$ cat src/rtl/ctx_sched_pkg.sv
package ctx_sched_pkg;

    // Controller states of the context scheduler
    typedef enum logic [1:0] {
        ST_RUN   = 2'd0,   // active context issues
        ST_FLUSH = 2'd1,   // switch penalty, pipeline drained
        ST_IDLE  = 2'd2    // no context ready, engine stalled
    } sched_state_e;

endpackage

$ cat src/rtl/ctx_ready_track.sv
module ctx_ready_track #(
    parameter int NUM_CTX = 8
) (
    input  logic               clk,
    input  logic               rst_n,
    input  logic [NUM_CTX-1:0] wake_i,
    input  logic [NUM_CTX-1:0] block_i,
    output logic [NUM_CTX-1:0] rdy_o
);

    logic [NUM_CTX-1:0] rdy_q;

    for (genvar g = 0; g < NUM_CTX; g++) begin : g_ctx
        always_ff @(posedge clk) begin
            if (!rst_n) begin
                rdy_q[g] <= 1'b1;
            end else if (wake_i[g]) begin
                rdy_q[g] <= 1'b1;          // wake has priority over block
            end else if (block_i[g]) begin
                rdy_q[g] <= 1'b0;
            end
        end

        // a wake always leaves the context ready
        p_wake_wins_r2: assert property (@(posedge clk) disable iff (!rst_n)
            wake_i[g] |=> rdy_q[g]);

        // a lone block clears readiness
        p_block_clears_r2: assert property (@(posedge clk) disable iff (!rst_n)
            (block_i[g] && !wake_i[g]) |=> !rdy_q[g]);
    end

    assign rdy_o = rdy_q;

endmodule

$ cat src/rtl/ctx_rr_pick.sv
module ctx_rr_pick #(
    parameter int NUM_CTX = 8,
    localparam int IDW    = $clog2(NUM_CTX)
) (
    input  logic [NUM_CTX-1:0] req_i,
    input  logic [IDW-1:0]     base_i,
    output logic               found_o,
    output logic [IDW-1:0]     pick_o
);

    // Context count must be a power of two so the wrap is a plain truncation
    initial begin
        if (NUM_CTX != (1 << IDW)) $error("NUM_CTX must be a power of two");
    end

    logic [IDW:0]   sum;
    logic [IDW-1:0] idx;

    // Walk offsets from farthest to nearest so the nearest ready context
    // (base+1 first, base itself last) is the one left in pick_o.
    always_comb begin
        pick_o = '0;
        sum    = '0;
        idx    = '0;
        for (int off = NUM_CTX; off >= 1; off--) begin
            sum = {1'b0, base_i} + (IDW+1)'(off);
            idx = sum[IDW-1:0];
            if (req_i[idx]) pick_o = idx;
        end
    end

    assign found_o = |req_i;

endmodule

$ cat src/rtl/ctx_flush_timer.sv
module ctx_flush_timer #(
    parameter int FLUSH_CYCLES = 3,
    localparam int CW          = $clog2(FLUSH_CYCLES + 1)
) (
    input  logic clk,
    input  logic rst_n,
    input  logic start_i,
    output logic last_o
);

    logic [CW-1:0] cnt_q;

    always_ff @(posedge clk) begin
        if (!rst_n) begin
            cnt_q <= '0;
        end else if (start_i) begin
            cnt_q <= CW'(FLUSH_CYCLES - 1);
        end else if (cnt_q != '0) begin
            cnt_q <= cnt_q - 1'b1;
        end
    end

    assign last_o = (cnt_q == '0);

    // the penalty counter never leaves its programmed window
    p_timer_window_r6: assert property (@(posedge clk) disable iff (!rst_n)
        cnt_q <= CW'(FLUSH_CYCLES - 1));

endmodule

$ cat src/rtl/ctx_switch_sched.sv
module ctx_switch_sched
    import ctx_sched_pkg::*;
#(
    parameter int NUM_CTX      = 8,
    parameter int FLUSH_CYCLES = 3,
    localparam int IDW         = $clog2(NUM_CTX)
) (
    input  logic               clk,
    input  logic               rst_n,
    input  logic [NUM_CTX-1:0] wake_i,
    input  logic [NUM_CTX-1:0] block_i,
    output logic [IDW-1:0]     active_ctx_o,
    output logic               issue_en_o,
    output logic               flush_o
);

    sched_state_e       state_q, state_d;
    logic [IDW-1:0]     act_q, act_d;
    logic               flush_q, flush_d;
    logic               timer_start;
    logic               timer_last;
    logic [NUM_CTX-1:0] rdy;
    logic               pick_found;
    logic [IDW-1:0]     pick_id;

    ctx_ready_track #(.NUM_CTX(NUM_CTX)) u_ready (
        .clk     (clk),
        .rst_n   (rst_n),
        .wake_i  (wake_i),
        .block_i (block_i),
        .rdy_o   (rdy)
    );

    ctx_rr_pick #(.NUM_CTX(NUM_CTX)) u_pick (
        .req_i   (rdy),
        .base_i  (act_q),
        .found_o (pick_found),
        .pick_o  (pick_id)
    );

    ctx_flush_timer #(.FLUSH_CYCLES(FLUSH_CYCLES)) u_timer (
        .clk     (clk),
        .rst_n   (rst_n),
        .start_i (timer_start),
        .last_o  (timer_last)
    );

    // Next-state decision
    always_comb begin
        state_d     = state_q;
        act_d       = act_q;
        flush_d     = 1'b0;
        timer_start = 1'b0;
        unique case (state_q)
            ST_RUN: begin
                if (!rdy[act_q]) begin
                    if (pick_found) begin
                        state_d     = ST_FLUSH;
                        act_d       = pick_id;
                        flush_d     = 1'b1;
                        timer_start = 1'b1;
                    end else begin
                        state_d = ST_IDLE;
                    end
                end
            end
            ST_FLUSH: begin
                if (timer_last) state_d = ST_RUN;
            end
            ST_IDLE: begin
                if (pick_found) begin
                    if (pick_id != act_q) begin
                        state_d     = ST_FLUSH;
                        act_d       = pick_id;
                        flush_d     = 1'b1;
                        timer_start = 1'b1;
                    end else begin
                        state_d = ST_RUN;
                    end
                end
            end
            default: state_d = ST_RUN;
        endcase
    end

    // State register
    always_ff @(posedge clk) begin
        if (!rst_n) begin
            state_q <= ST_RUN;
            act_q   <= '0;
            flush_q <= 1'b0;
        end else begin
            state_q <= state_d;
            act_q   <= act_d;
            flush_q <= flush_d;
        end
    end

    // Outputs
    always_comb begin
        active_ctx_o = act_q;
        flush_o      = flush_q;
        issue_en_o   = (state_q == ST_RUN) && rdy[act_q];
    end

    // every flush pulse announces a different context
    p_flush_new_ctx_r5: assert property (@(posedge clk) disable iff (!rst_n)
        flush_o |-> (active_ctx_o != $past(active_ctx_o)));

    // the flush pulse lasts one cycle
    p_flush_single_r5: assert property (@(posedge clk) disable iff (!rst_n)
        flush_o |=> !flush_o);

    // no issue while the pipeline is drained
    p_flush_quiet_r6: assert property (@(posedge clk) disable iff (!rst_n)
        flush_o |-> !issue_en_o);

    // the active ID only moves together with a flush pulse
    p_ctx_hold_r7: assert property (@(posedge clk) disable iff (!rst_n)
        !flush_o |-> $stable(active_ctx_o));

    // issue only from a context whose ready bit is set
    p_issue_ready_r3: assert property (@(posedge clk) disable iff (!rst_n)
        issue_en_o |-> rdy[active_ctx_o]);

endmodule

$ cat config.mk
export PLATFORM = sky130hd
export DESIGN_NAME = ctx_switch_sched
export DESIGN_NICKNAME = d
export VERILOG_FILES = /design/src/rtl/ctx_sched_pkg.sv /design/src/rtl/ctx_ready_track.sv /design/src/rtl/ctx_rr_pick.sv /design/src/rtl/ctx_flush_timer.sv /design/src/rtl/ctx_switch_sched.sv
export SDC_FILE = /design/constraint.sdc
export NUM_CORES = 1
export LEC_CHECK = 0
export BUFFER_PORTS_ARGS = -buffer_cell sky130_fd_sc_hd__buf_2
export CAP_MARGIN = 20
export CORE_ASPECT_RATIO = 0.9
export CORE_MARGIN = 2
export CORE_UTILIZATION = 45
export CTS_CLUSTER_DIAMETER = 120
export DETAILED_ROUTE_END_ITERATION = 8
export HOLD_SLACK_MARGIN = 0.06
export PLACE_DENSITY = 0.66
export SYNTH_ARGS = -nofsm -noshare
export SYNTH_HDL_FRONTEND = slang
export SYNTH_SLANG_ARGS = --single-unit
$ cat constraint.sdc
create_clock -name clk -period 4.1 [get_ports clk]
set_clock_uncertainty 0.15 [all_clocks]
set_input_delay 0.41 -clock clk [delete_from_list [all_inputs] [get_ports clk]]
set_output_delay 0.41 -clock clk [all_outputs]
set_load 0.005 [all_outputs]
==> impl_summary.log, run 1 <==
[metrics] run status: finished clean
[metrics] count of endpoints failing setup in the final report: 0
[metrics] portion of total power attributed to combinational logic: 34.1%
[metrics] crit path time final: between 3000 and 4000 ps
[metrics] required time at the endpoint of the critical path: 4150 ps
[metrics] Die Y-Extent: 61.0 um
[metrics] sum of routed wire length over all layers: between 3000 and 4000 um
[metrics] reported max-cap violation count: 0
[metrics] initial antenna violation count: 0
[metrics] clock root buffer: clkbuf_8
[metrics] Yosys Warn Count: 0
[metrics] internal power of the cells: about 0.00033 W
[metrics] via count of the first global-routing pass: between 1k and 1.5k
[metrics] GRT overflow: 0
[metrics] Critical R2R Capture: flush_o
[metrics] synth unique cells: 43
[metrics] cts-stage hold buffer count: 0
[metrics] global placer's final weighted congestion: between 0.9 and 1
[metrics] register clock-pin slew on the reported worst setup and hold paths: 80 ps
[metrics] endpoint with the worst hold slack: u_ready.rdy_o[1]
[metrics] number of enable flip-flop cells after synthesis: 0
[metrics] Vias per Instance: slightly above 6
[metrics] Least-Margin Pin Slew: 761 ps
[metrics] final layout net count: approximately 200
[metrics] worst vdd rail ir drop: approximately 0.15 mV
[metrics] kind of capture point of the worst setup path: flop
[metrics] diode count: 0
[metrics] unrepaired setup endpoints after global routing: no
[metrics] combined global-route utilization of all metal layers: between 20 and 25%
[metrics] leakage power: 0.706 nW
[metrics] insertion delay of the later-clocked pin in the worst-skew pair: 260 ps
[metrics] Die Footprint: 4100 um2
[metrics] maximum fanout along the worst path: 12
[metrics] commonest cells after routing, fill and taps aside: 22 x buf_2, 16 x dfxtp_1, 15 x inv_1, 15 x mux4_2
[metrics] setup TNS: 0 ps
[metrics] cell area power density: 281 nW/um2
[metrics] number of buffers created by CTS: 3
[metrics] setup slack on the worst flop-to-flop path: 420 ps
[metrics] first-pass GRT wire length: 6260 um
[metrics] number of max-slew violations in the final report: 0
[metrics] startpoint-to-endpoint class of the critical path: flop to flop
[metrics] power share of the clock group: 30.0%
[metrics] number of cells traversed by the worst register-to-register path: 10
[metrics] hold path cells: 2
[metrics] 1st-iter DRT viols: 68
[metrics] final hold viol count: 0
[metrics] sequential fraction of design power: a little over a third
[metrics] data arrival at the endpoint of the critical path: 3730 ps
[metrics] cell count after synthesis: around 170
[metrics] share of final-layout standard cells stronger than drive strength 1: 29.4%
[metrics] peak clock frequency supported by timing: 272 MHz
[metrics] post-route total power: 0.000496 W
[metrics] cell area after synthesis: 1620 um2
[metrics] 1st-pass router iterations: 4
[metrics] portion of the post-synthesis area used by sequential elements: 19.8%
[metrics] wire length per cell: 17.2 um
[metrics] net count of the mapped netlist: 188
[metrics] Post-Syn Area per Cell: 9.65 um2
[metrics] min-delay src: wake_i[1]
[metrics] max_slew headroom: 49.2%
[metrics] total clock sinks: 16
[metrics] Detail Route Antenna Nets: 0
[metrics] buffers inserted during post-CTS setup optimization: 0
[metrics] largest net degree at the start of global routing: 21
[metrics] top flip-flop cell by instance count after synthesis: dfxtp_1
[metrics] TritonCTS clock tree: done
[metrics] IO buf count: 22
[metrics] setup slack of the critical path after layout: 419 ps
[metrics] total number of vias: ~1.4k
[metrics] number of placement rows: 20
[metrics] effective utilization at floorplan: 47.6%
[metrics] number of primary I/O pins: 23
[metrics] number of resized instances in the post-cts repair step: 0
[metrics] drc violations: 0
[metrics] fraction of registers with async set/reset: 0%
[metrics] die extent in x: just under 70 um
[metrics] core region area: about 3400 um2
[metrics] number of synthesized register bits: 16
[metrics] most frequent standard cell in the layout excluding fill and tap cells: buf_2
[metrics] HP Class: input pin to flop
[metrics] number of levels the H-tree was split into: 1
[metrics] final HPWL from detailed placement: 2710 um
[metrics] signed area change from the synthesized netlist to the final layout: 8.87%
[metrics] startpoint type of the worst setup path: flop
[metrics] share of total power consumed by net switching: 33.2%
[metrics] Reg2Reg Launch Point: active_ctx_o[0]
[metrics] worst hold margin: 173 ps
[metrics] pre-CTS setup slack: ~470 ps
[metrics] sw power: 0.000165 W
[metrics] fin crit share: between 80% and 90%
[metrics] buffers from clock root to sink, at most: 2
cell type report:
cell class	count	area (um2)
clock buffer	4	55.1
fill	320	1640
inverter	16	60.1
multi-input combinational	120	1150
sequential	16	320
tap	44	55.1
timing repair buffer	24	125
synthesized netlist by cell type (all sizes together) (3+ instances only):
master	count	area share [%]
nor3	6	1.9
o21a	3	1.4
o21ai	7	2.2
nand4	3	1.2
dfxtp	16	20
clkbuf	8	2.1
nand2	10	2.3
inv	15	3.5
a211o	10	5.4
a21oi	7	2.2
mux4	17	24
o211ai	3	1.4
a31oi	4	1.5
buf	8	3.5
mux2	6	4.6
nor2	8	1.9
mux2i	11	7.0
how the worst max path moves through the flow:
| stage | start | endpoint | slack, ps | cells past startpoint |
|---|---|---|---|---|
| final | active_ctx_o[0] | flush_o | 420 | 10 |
| after global routing | active_ctx_o[0] | u_timer.cnt_q[1] | 190 | 10 |
| after CTS | active_ctx_o[0] | active_ctx_o[2] | 430 | 10 |
| after detailed placement | active_ctx_o[0] | active_ctx_o[2] | 470 | 10 |
| after global placement | active_ctx_o[0] | active_ctx_o[2] | 550 | 10 |
| after floorplan | active_ctx_o[0] | active_ctx_o[2] | 590 | 12 |
registers in the layout, indices dropped and copies added (netlist names):
register,cells
active_ctx_o,3
flush_o,1
state_q,2
u_ready.rdy_o,8
u_timer.cnt_q,2
metal layers:
layer	GRT usage, %	share of wire, %	routed length [um]
met2	31.7	45	1740
met5	0	0	0
met4	8.45	2.9	110
met3	4.08	6.7	257
met1	28.6	45	1750
worst max-delay path: stages (launching register included):
cell and delay (ps):
dfxtp_1 350, clkinv_1 190, ha_1 630, mux4_2 590, a22oi_1 290, nand4_1 170
and3_1 290, o21a_1 190, o211a_1 260, a31oi_1 340, and2_1 180
power groups by stage:
| stage | sequential [W] | combinational (W) | clock [W] |
|---|---|---|---|
| 2_1_floorplan | 0.000171 | 0.000144 | 0 |
| 3_3_place_gp | 0.000180 | 0.000165 | 0 |
| 3_5_place_dp | 0.000181 | 0.000166 | 0 |
| 4_1_cts | 0.000177 | 0.000169 | 0.000149 |
| 5_1_grt | 0.000179 | 0.000186 | 0.000154 |
| 6_report | 0.000178 | 0.000169 | 0.000148 |
per-stage QoR:
step | area [um2] | std cells | util [%]
floorplan | 1620 | 168 | -
global placement | 1710 | 220 | 50.3
detailed placement | 1710 | 220 | 50.3
CTS | 1770 | 224 | 51.9
global route | 1770 | 224 | 51.9
finish | 1770 | 224 | 51.9
cell families after synthesis:
logic type | share of synthesized area, %
simple gates | 11.1
xor+xnor | 2.55
compound gates | 20.0
buf+inv | 9.34
fa+ha+maj | 1.54
flops | 19.8
mux | 35.7
Note: power is estimated with default switching activity, not from simulation.
==> run 2, diff against run 1 <==
ABC_AREA = 1   (was default)
PLACE_DENSITY = 0.67   (was 0.66)
==> run 2 against run 1 <==
Net effect:
- die area down 17%
- count of clock-buffer cells in the layout unchanged
- synthesized cell count up 38%
- critical endpoint is now active_ctx_o[1]
- global-route usage down 0.90 points
- register-to-register slack better by 810 ps
- combinational power rose to 5.7 times the previous value
- worst hold slack worse by 29 ps
- final area down 15%
- clock power down 30%
- wire length down 20%
- area after synthesis down 18%
==> impl_summary.log, run 2 <==
[metrics] run status: finished clean
[metrics] final non-filler cell total: 295 (+32%)
[metrics] buffers inserted during post-CTS setup optimization: 0 (unchanged)
[metrics] peak clock frequency supported by timing: 348 MHz (+28%)
[metrics] startpoint-to-endpoint class of the critical path: flop to flop
[metrics] net count of the mapped netlist: 252 (+34%)
[metrics] insertion delay of the later-clocked pin in the worst-skew pair: 280 ps (+20 ps)
[metrics] number of primary I/O pins: 23 (unchanged)
[metrics] share of final-layout standard cells stronger than drive strength 1: 20.0% (-9.4 points)
[metrics] maximum fanout along the worst path: 13 (+1)
[metrics] buffers from clock root to sink, at most: 2 (unchanged)
[metrics] drc violations: 0 (unchanged)
[metrics] diode count: 0 (unchanged)
[metrics] first-pass GRT wire length: 5220 um (-17%)
[metrics] number of buffers created by CTS: 3 (unchanged)
[metrics] most frequent standard cell in the layout excluding fill and tap cells: nand2_1
[metrics] leading cell type by number of instances after synthesis: nand2_1
[metrics] number of enable flip-flop cells after synthesis: 0 (unchanged)
[metrics] effective utilization at floorplan: 48.0% (+0.32 points)
[metrics] number of resized instances in the post-cts repair step: 0 (unchanged)
[metrics] startpoint type of the worst setup path: flop
[metrics] number of levels the H-tree was split into: 1 (unchanged)
[metrics] top flip-flop cell by instance count after synthesis: dfxtp_1
[metrics] Met3 Wirelength: 207 um (-19%)
[metrics] max_slew headroom: 73.3% (+24 points)
[metrics] wire length on met1: 1590 um (-9.3%)
[metrics] fraction of registers with async set/reset: 0% (unchanged)
[metrics] data arrival at the endpoint of the critical path: 2910 ps (-820 ps)
[metrics] register clock-pin slew on the reported worst setup and hold paths: 100 ps (+20 ps)
[metrics] required time at the endpoint of the critical path: 4140 ps (about the same)
[metrics] cts-stage hold buffer count: 0 (unchanged)
[metrics] cell area power density: 856 nW/um2 (+200%)
[metrics] Post-Syn Area per Cell: 5.73 um2 (-41%)
[metrics] crit path time final: 2870 ps (-806 ps)
[metrics] setup slack of the critical path after layout: 1230 ps (+806 ps)
[metrics] wire length per cell: 10.5 um (-39%)
[metrics] largest net degree at the start of global routing: 16 (-24%)
[metrics] cell taking the most area after synthesis: nand2_1
[metrics] 1st-pass router iterations: 4 (unchanged)
[metrics] sum of routed wire length over all layers: 3100 um (-20%)
[metrics] global placer's final weighted congestion: 0.927 (-1.0%)
[metrics] GRT overflow: 0 (unchanged)
[metrics] setup TNS: 0 ps (unchanged)
[metrics] core region area: 2770 um2 (-19%)
[metrics] clock root buffer: clkbuf_4
[metrics] leakage power: 0.888 nW (+26%)
[metrics] number of max-slew violations in the final report: 0 (unchanged)
[metrics] Detail Route Antenna Nets: 0 (unchanged)
[metrics] reported max-cap violation count: 0 (unchanged)
[metrics] initial antenna violation count: 0 (unchanged)
[metrics] signed area change from the synthesized netlist to the final layout: 13.1%
[metrics] met2 wire len: 1290 um (-26%)
[metrics] pre-CTS setup slack: 1280 ps (+810 ps)
[metrics] HP Class: input pin to flop
[metrics] end-of-flow core utilization: 54.2% (+2.4 points)
[metrics] TritonCTS clock tree: done
[metrics] total clock sinks: 16 (unchanged)
[metrics] commonest cells after routing, fill and taps aside: 88 x nand2_1, 31 x nand3_1, 23 x inv_1, 22 x buf_2, 17 x nor2_1
[metrics] combined global-route utilization of all metal layers: 19.7% (-0.90 points)
[metrics] most used standard cells in the synthesized netlist: 88 x nand2_1, 31 x nand3_1, 23 x inv_1
[metrics] number of placed instances with taps included: 291 (+32%)
[metrics] Vias per Instance: 4.92 (-21%)
[metrics] via count of the first global-routing pass: 1184 (-7.9%)
[metrics] number of placement rows: 18 (-10%)
[metrics] cell count after synthesis: 232 (+38%)
[metrics] number of flip-flops in the largest register: 8 (unchanged)
[metrics] cell area after synthesis: 1330 um2 (-18%)
[metrics] area share of the leading cell type in the synthesized netlist: 24.9% (+4.0 points)
[metrics] number of synthesized register bits: 16 (unchanged)
[metrics] final hold viol count: 0 (unchanged)
[metrics] kind of capture point of the worst setup path: flop
[metrics] Die Y-Extent: 55.6 um (-8.9%)
[metrics] Top Metal Used: met4
[metrics] worst vdd rail ir drop: 0.417 mV (+180%)
[metrics] portion of the post-synthesis area used by sequential elements: 24.1% (+4.4 points)
[metrics] number of fill cells in the layout: 302 (-5.6%)
[metrics] count of endpoints failing setup in the final report: 0 (unchanged)
[metrics] Yosys Warn Count: 0 (unchanged)
[metrics] cell types with the largest area share after synthesis: nand2_1 25%, dfxtp_1 24%, nand3_1 12%
[metrics] Die Footprint: 3400 um2 (-17%)
[metrics] synth unique cells: 25 (-42%)
[metrics] final HPWL from detailed placement: 2490 um (-7.8%)
[metrics] fin crit share: 70.1% (-20 points)
[metrics] 1st-iter DRT viols: 70 (+2.9%)
[metrics] final layout net count: 276 (+37%)
[metrics] IO buf count: 22 (unchanged)
[metrics] worst hold margin: 145 ps (-28.9 ps)
[metrics] Least-Margin Pin Slew: 399 ps (-361 ps)
[metrics] total number of vias: 1452 (+3.9%)
[metrics] unrepaired setup endpoints after global routing: no
[metrics] die extent in x: 61.3 um (-8.9%)
## run 2: cell families (layout without fill, tap and decap cells)
logic type	count (synthesis)	count (layout)	share of synthesized area [%]
simple gates	156	156	53.2
buf+inv	37	60	11.9
compound gates	19	19	7.63
flops	16	16	24.1
fa+ha+maj	2	2	1.88
xor+xnor	2	2	1.32
## run 2: per-layer routing
metal / track usage (%) / up-vias
li1: - / 782
met2: 27.4 / 56
met1: 31.7 / 612
met3: 2.34 / 2
met4: 4.35 / 0
met5: 0 / -
## run 2: worst max-delay path, cell delays in order, from the launching register on
cell and delay [ps]:
dfxtp_1 320, buf_4 190, inv_2 100, ha_1 390, inv_2 150, nand3_1 140
nand3_1 130, nand2_1 120, inv_2 100, nand3_1 60, nand2_1 70, nand2_1 50
nand2_1 50, nand2_1 40, nand2_1 50, nand2_1 60, nand2_1 80, nand2_1 50
nand2_1 60, nand3_2 100, nand2_4 110, inv_2 50, nor2_1 80, nor2_1 50
## run 2: layout make-up
cell class	count	area (um2)	share of cell area [%]
multi-input combinational	179	851	56.6
sequential	16	320	21.3
timing repair buffer	24	125	8.33
inverter	32	120	7.99
tap	40	50.0	3.33
clock buffer	4	36.3	2.41
## run 2: where the power goes
| group | switching, W | internal, W | total (W) |
|---|---|---|---|
| Sequential | 0.0000277 | 0.000186 | 0.000214 |
| Clock | 0.0000494 | 0.0000540 | 0.000103 |
| Combinational | 0.000634 | 0.000335 | 0.000969 |
## run 2: worst paths after layout
kind	start	slack, ps	depth (start not counted)	to
worst max-delay path	active_ctx_o[1]	1230	23	active_ctx_o[1]
worst min-delay path	block_i[3]	140	2	u_ready.rdy_o[3]
worst max register to register	active_ctx_o[1]	1230	23	active_ctx_o[1]
worst min register to register	u_timer.cnt_q[0]	320	1	u_timer.cnt_q[0]
## run 2: stage by stage
| step | power (W) | cell area [um2] |
|---|---|---|
| after global placement | 0.00119 | 1470 |
| after floorplan | 0.00100 | 1330 |
| final | 0.00129 | 1500 |
| after CTS | 0.00128 | 1500 |
| after detailed placement | 0.00118 | 1470 |
| after global routing | 0.00145 | 1500 |
==> run 3, diff against run 2 <==
clock period = 2.72 ns   (was 4.1 ns; I/O delays follow)
==> run 3 against run 2 <==
Net effect:
- sequential share of layout area decreased by 2.4 points
- flip-flop and latch count stayed put
- final cell count rose by 6.8%
- global-route usage is 3.6 points higher
- first-iteration DRC count is 14% higher
- fmax increased by 17%
- register-to-register slack worse by 970 ps
- worst hold slack lost 38 ps
- die area unchanged
- count of clock-buffer cells in the layout shrank 1
- via count is 7.9% higher
==> impl_summary.log, run 3 (synthesis results as in run 2) <==
[metrics] number of max-slew violations in the final report: 0 (unchanged)
[metrics] number of cells traversed by the worst register-to-register path: 22 (-4.3%)
[metrics] IO buf count: 22 (unchanged)
[metrics] run status: finished clean
[metrics] kind of capture point of the worst setup path: flop
[metrics] combined global-route utilization of all metal layers: 23.3% (+3.6 points)
[metrics] total clock sinks: 16 (unchanged)
[metrics] signed area change from the synthesized netlist to the final layout: 29.7%
[metrics] 1st-iter DRT viols: 80 (+14%)
[metrics] max_slew headroom: 74.9% (+1.6 points)
[metrics] crit path time final: 2460 ps (-410 ps)
[metrics] Die Y-Extent: 55.6 um (unchanged)
[metrics] instance area at placement: 1480 um2 (+1.0%)
[metrics] via count of the first global-routing pass: 1400 (+18%)
[metrics] share of final-layout standard cells stronger than drive strength 1: 22.9% (+2.9 points)
[metrics] post-route total power: 0.00205 W (+59%)
[metrics] number of buffers created by CTS: 3 (unchanged)
[metrics] largest net degree at the start of global routing: 15 (-1)
[metrics] most frequent standard cell in the layout excluding fill and tap cells: nand2_1
[metrics] end-of-flow core utilization: 62.2% (+7.9 points)
[metrics] hold path cells: 3 (+1)
[metrics] worst vdd rail ir drop: 0.560 mV (+34%)
[metrics] wire length per cell: 11.6 um (+10%)
[metrics] peak clock frequency supported by timing: 406 MHz (+17%)
[metrics] drc violations: 0 (unchanged)
[metrics] TritonCTS clock tree: done
[metrics] unrepaired setup endpoints after global routing: no
[metrics] final HPWL from detailed placement: 2590 um (+3.6%)
[metrics] number of levels the H-tree was split into: 1 (unchanged)
[metrics] sum of routed wire length over all layers: 3650 um (+18%)
[metrics] Detail Route Antenna Nets: 0 (unchanged)
[metrics] first-pass GRT wire length: 6180 um (+18%)
[metrics] endpoint with the worst hold slack: active_ctx_o[2]
[metrics] HP Class: input pin to flop
[metrics] register clock-pin slew on the reported worst setup and hold paths: 90 ps (about the same)
[metrics] cell area power density: 1190 nW/um2 (+39%)
[metrics] count of endpoints failing setup in the final report: 0 (unchanged)
[metrics] Vias per Instance: 4.97 (+1.0%)
[metrics] GRT overflow: 0 (unchanged)
[metrics] core region area: 2770 um2 (unchanged)
[metrics] commonest cells after routing, fill and taps aside: 85 x nand2_1, 31 x nand3_1, 23 x inv_1, 22 x buf_2, 17 x nor2_1
[metrics] final layout net count: 297 (+7.6%)
[metrics] leakage power: 0.960 nW (+8.1%)
[metrics] setup TNS: 0 ps (unchanged)
[metrics] startpoint type of the worst setup path: flop
[metrics] die extent in x: 61.3 um (unchanged)
[metrics] number of primary I/O pins: 23 (unchanged)
[metrics] clock root buffer: clkbuf_4
[metrics] data arrival at the endpoint of the critical path: 2490 ps (-420 ps)
[metrics] Reg2Reg Launch Point: active_ctx_o[0]
[metrics] diode count: 0 (unchanged)
[metrics] reported max-cap violation count: 0 (unchanged)
[metrics] buffers from clock root to sink, at most: 2 (unchanged)
[metrics] number of flip-flops in the largest register: 8 (unchanged)
[metrics] effective utilization at floorplan: 48.0% (unchanged)
[metrics] fin crit share: 90.6% (+20 points)
[metrics] final cell area excluding filler cells: 1720 um2 (+15%)
[metrics] maximum fanout along the worst path: 7 (-6)
[metrics] initial antenna violation count: 0 (unchanged)
[metrics] startpoint-to-endpoint class of the critical path: flop to flop
[metrics] Least-Margin Pin Slew: 375 ps (-24.0 ps)
[metrics] required time at the endpoint of the critical path: 2740 ps (-1400 ps)
[metrics] total number of vias: 1566 (+7.9%)
[metrics] 1st-pass router iterations: 4 (unchanged)
[metrics] Critical R2R Capture: active_ctx_o[2]
[metrics] Die Footprint: 3400 um2 (unchanged)
[metrics] insertion delay of the later-clocked pin in the worst-skew pair: 280 ps (about the same)
[metrics] final hold viol count: 0 (unchanged)
[metrics] global placer's final weighted congestion: 0.991 (+6.9%)
[metrics] number of placement rows: 18 (unchanged)
[metrics] setup slack on the worst flop-to-flop path: 260 ps (-970 ps)
[metrics] final non-filler cell total: 315 (+6.8%)
[metrics] min-delay src: rst_n
[metrics] number of placed instances with taps included: 293 (+0.69%)
-- run 3: worst max-delay path: stages, from the launching register on --
cell,delay (ps)
dfxtp_4,380
inv_2,60
ha_4,270
inv_4,90
nand3_1,100
nand3_1,120
nand2_1,110
inv_2,90
nand3_1,60
nand2_1,70
nand2_1,40
nand2_1,50
nand2_1,40
nand2_1,50
nand2_1,60
nand2_1,80
nand2_1,50
nand2_1,70
nand3_2,100
nand2_4,110
inv_2,50
nor2_1,90
nor2_1,50
-- run 3: metrics by stage --
step / setup slack [ps] / hold WS, ps
3_3_place_gp: 70.7 / 305
3_5_place_dp: 55.0 / 301
2_1_floorplan: 83.3 / 222
5_1_grt: 3.45 / 111
4_1_cts: 26.0 / 109
6_report: 256 / 107
-- run 3: area by class of cell --
cell class	instances	area [um2]
Fill cell	268	1050
Clock buffer	3	22.5
Inverter	32	123
Multi-Input combinational cell	179	878
Timing Repair Buffer	45	323
Sequential cell	16	327
Tap cell	40	50.0
-- run 3: worst max path at each step --
stage | startpoint | slack [ps] | end
final | active_ctx_o[0] | 260 | active_ctx_o[2]
after global placement | active_ctx_o[0] | 70 | active_ctx_o[2]
after floorplan | active_ctx_o[0] | 80 | active_ctx_o[1]
after global routing | active_ctx_o[0] | 3 | active_ctx_o[2]
after CTS | active_ctx_o[0] | 30 | active_ctx_o[2]
after detailed placement | active_ctx_o[0] | 50 | active_ctx_o[2]
-- run 3: timing repair --
item | 4_1_cts | 5_1_grt
hold buffers | 16 | 0
gates resized for setup | 0 | 11
endpoints found under the hold margin | 8 | 0
setup endpoints to repair | 0 | 7
buffers inserted | 0 | 3
-- run 3: layer usage --
metal / part of all wire [%] / track usage, % / vias to the layer above
met5: 0 / 0 / -
met4: 0.99 / 2.80 / 0
met3: 5.6 / 3.28 / 7
met2: 45 / 36.3 / 51
met1: 49 / 34.5 / 684
li1: - / - / 824
-- run 3: power by group --
part           total [W]  switching (W)  internal [W]
clock network   0.000122      0.0000706     0.0000512
logic            0.00159        0.00101      0.000583
registers       0.000337      0.0000505      0.000287
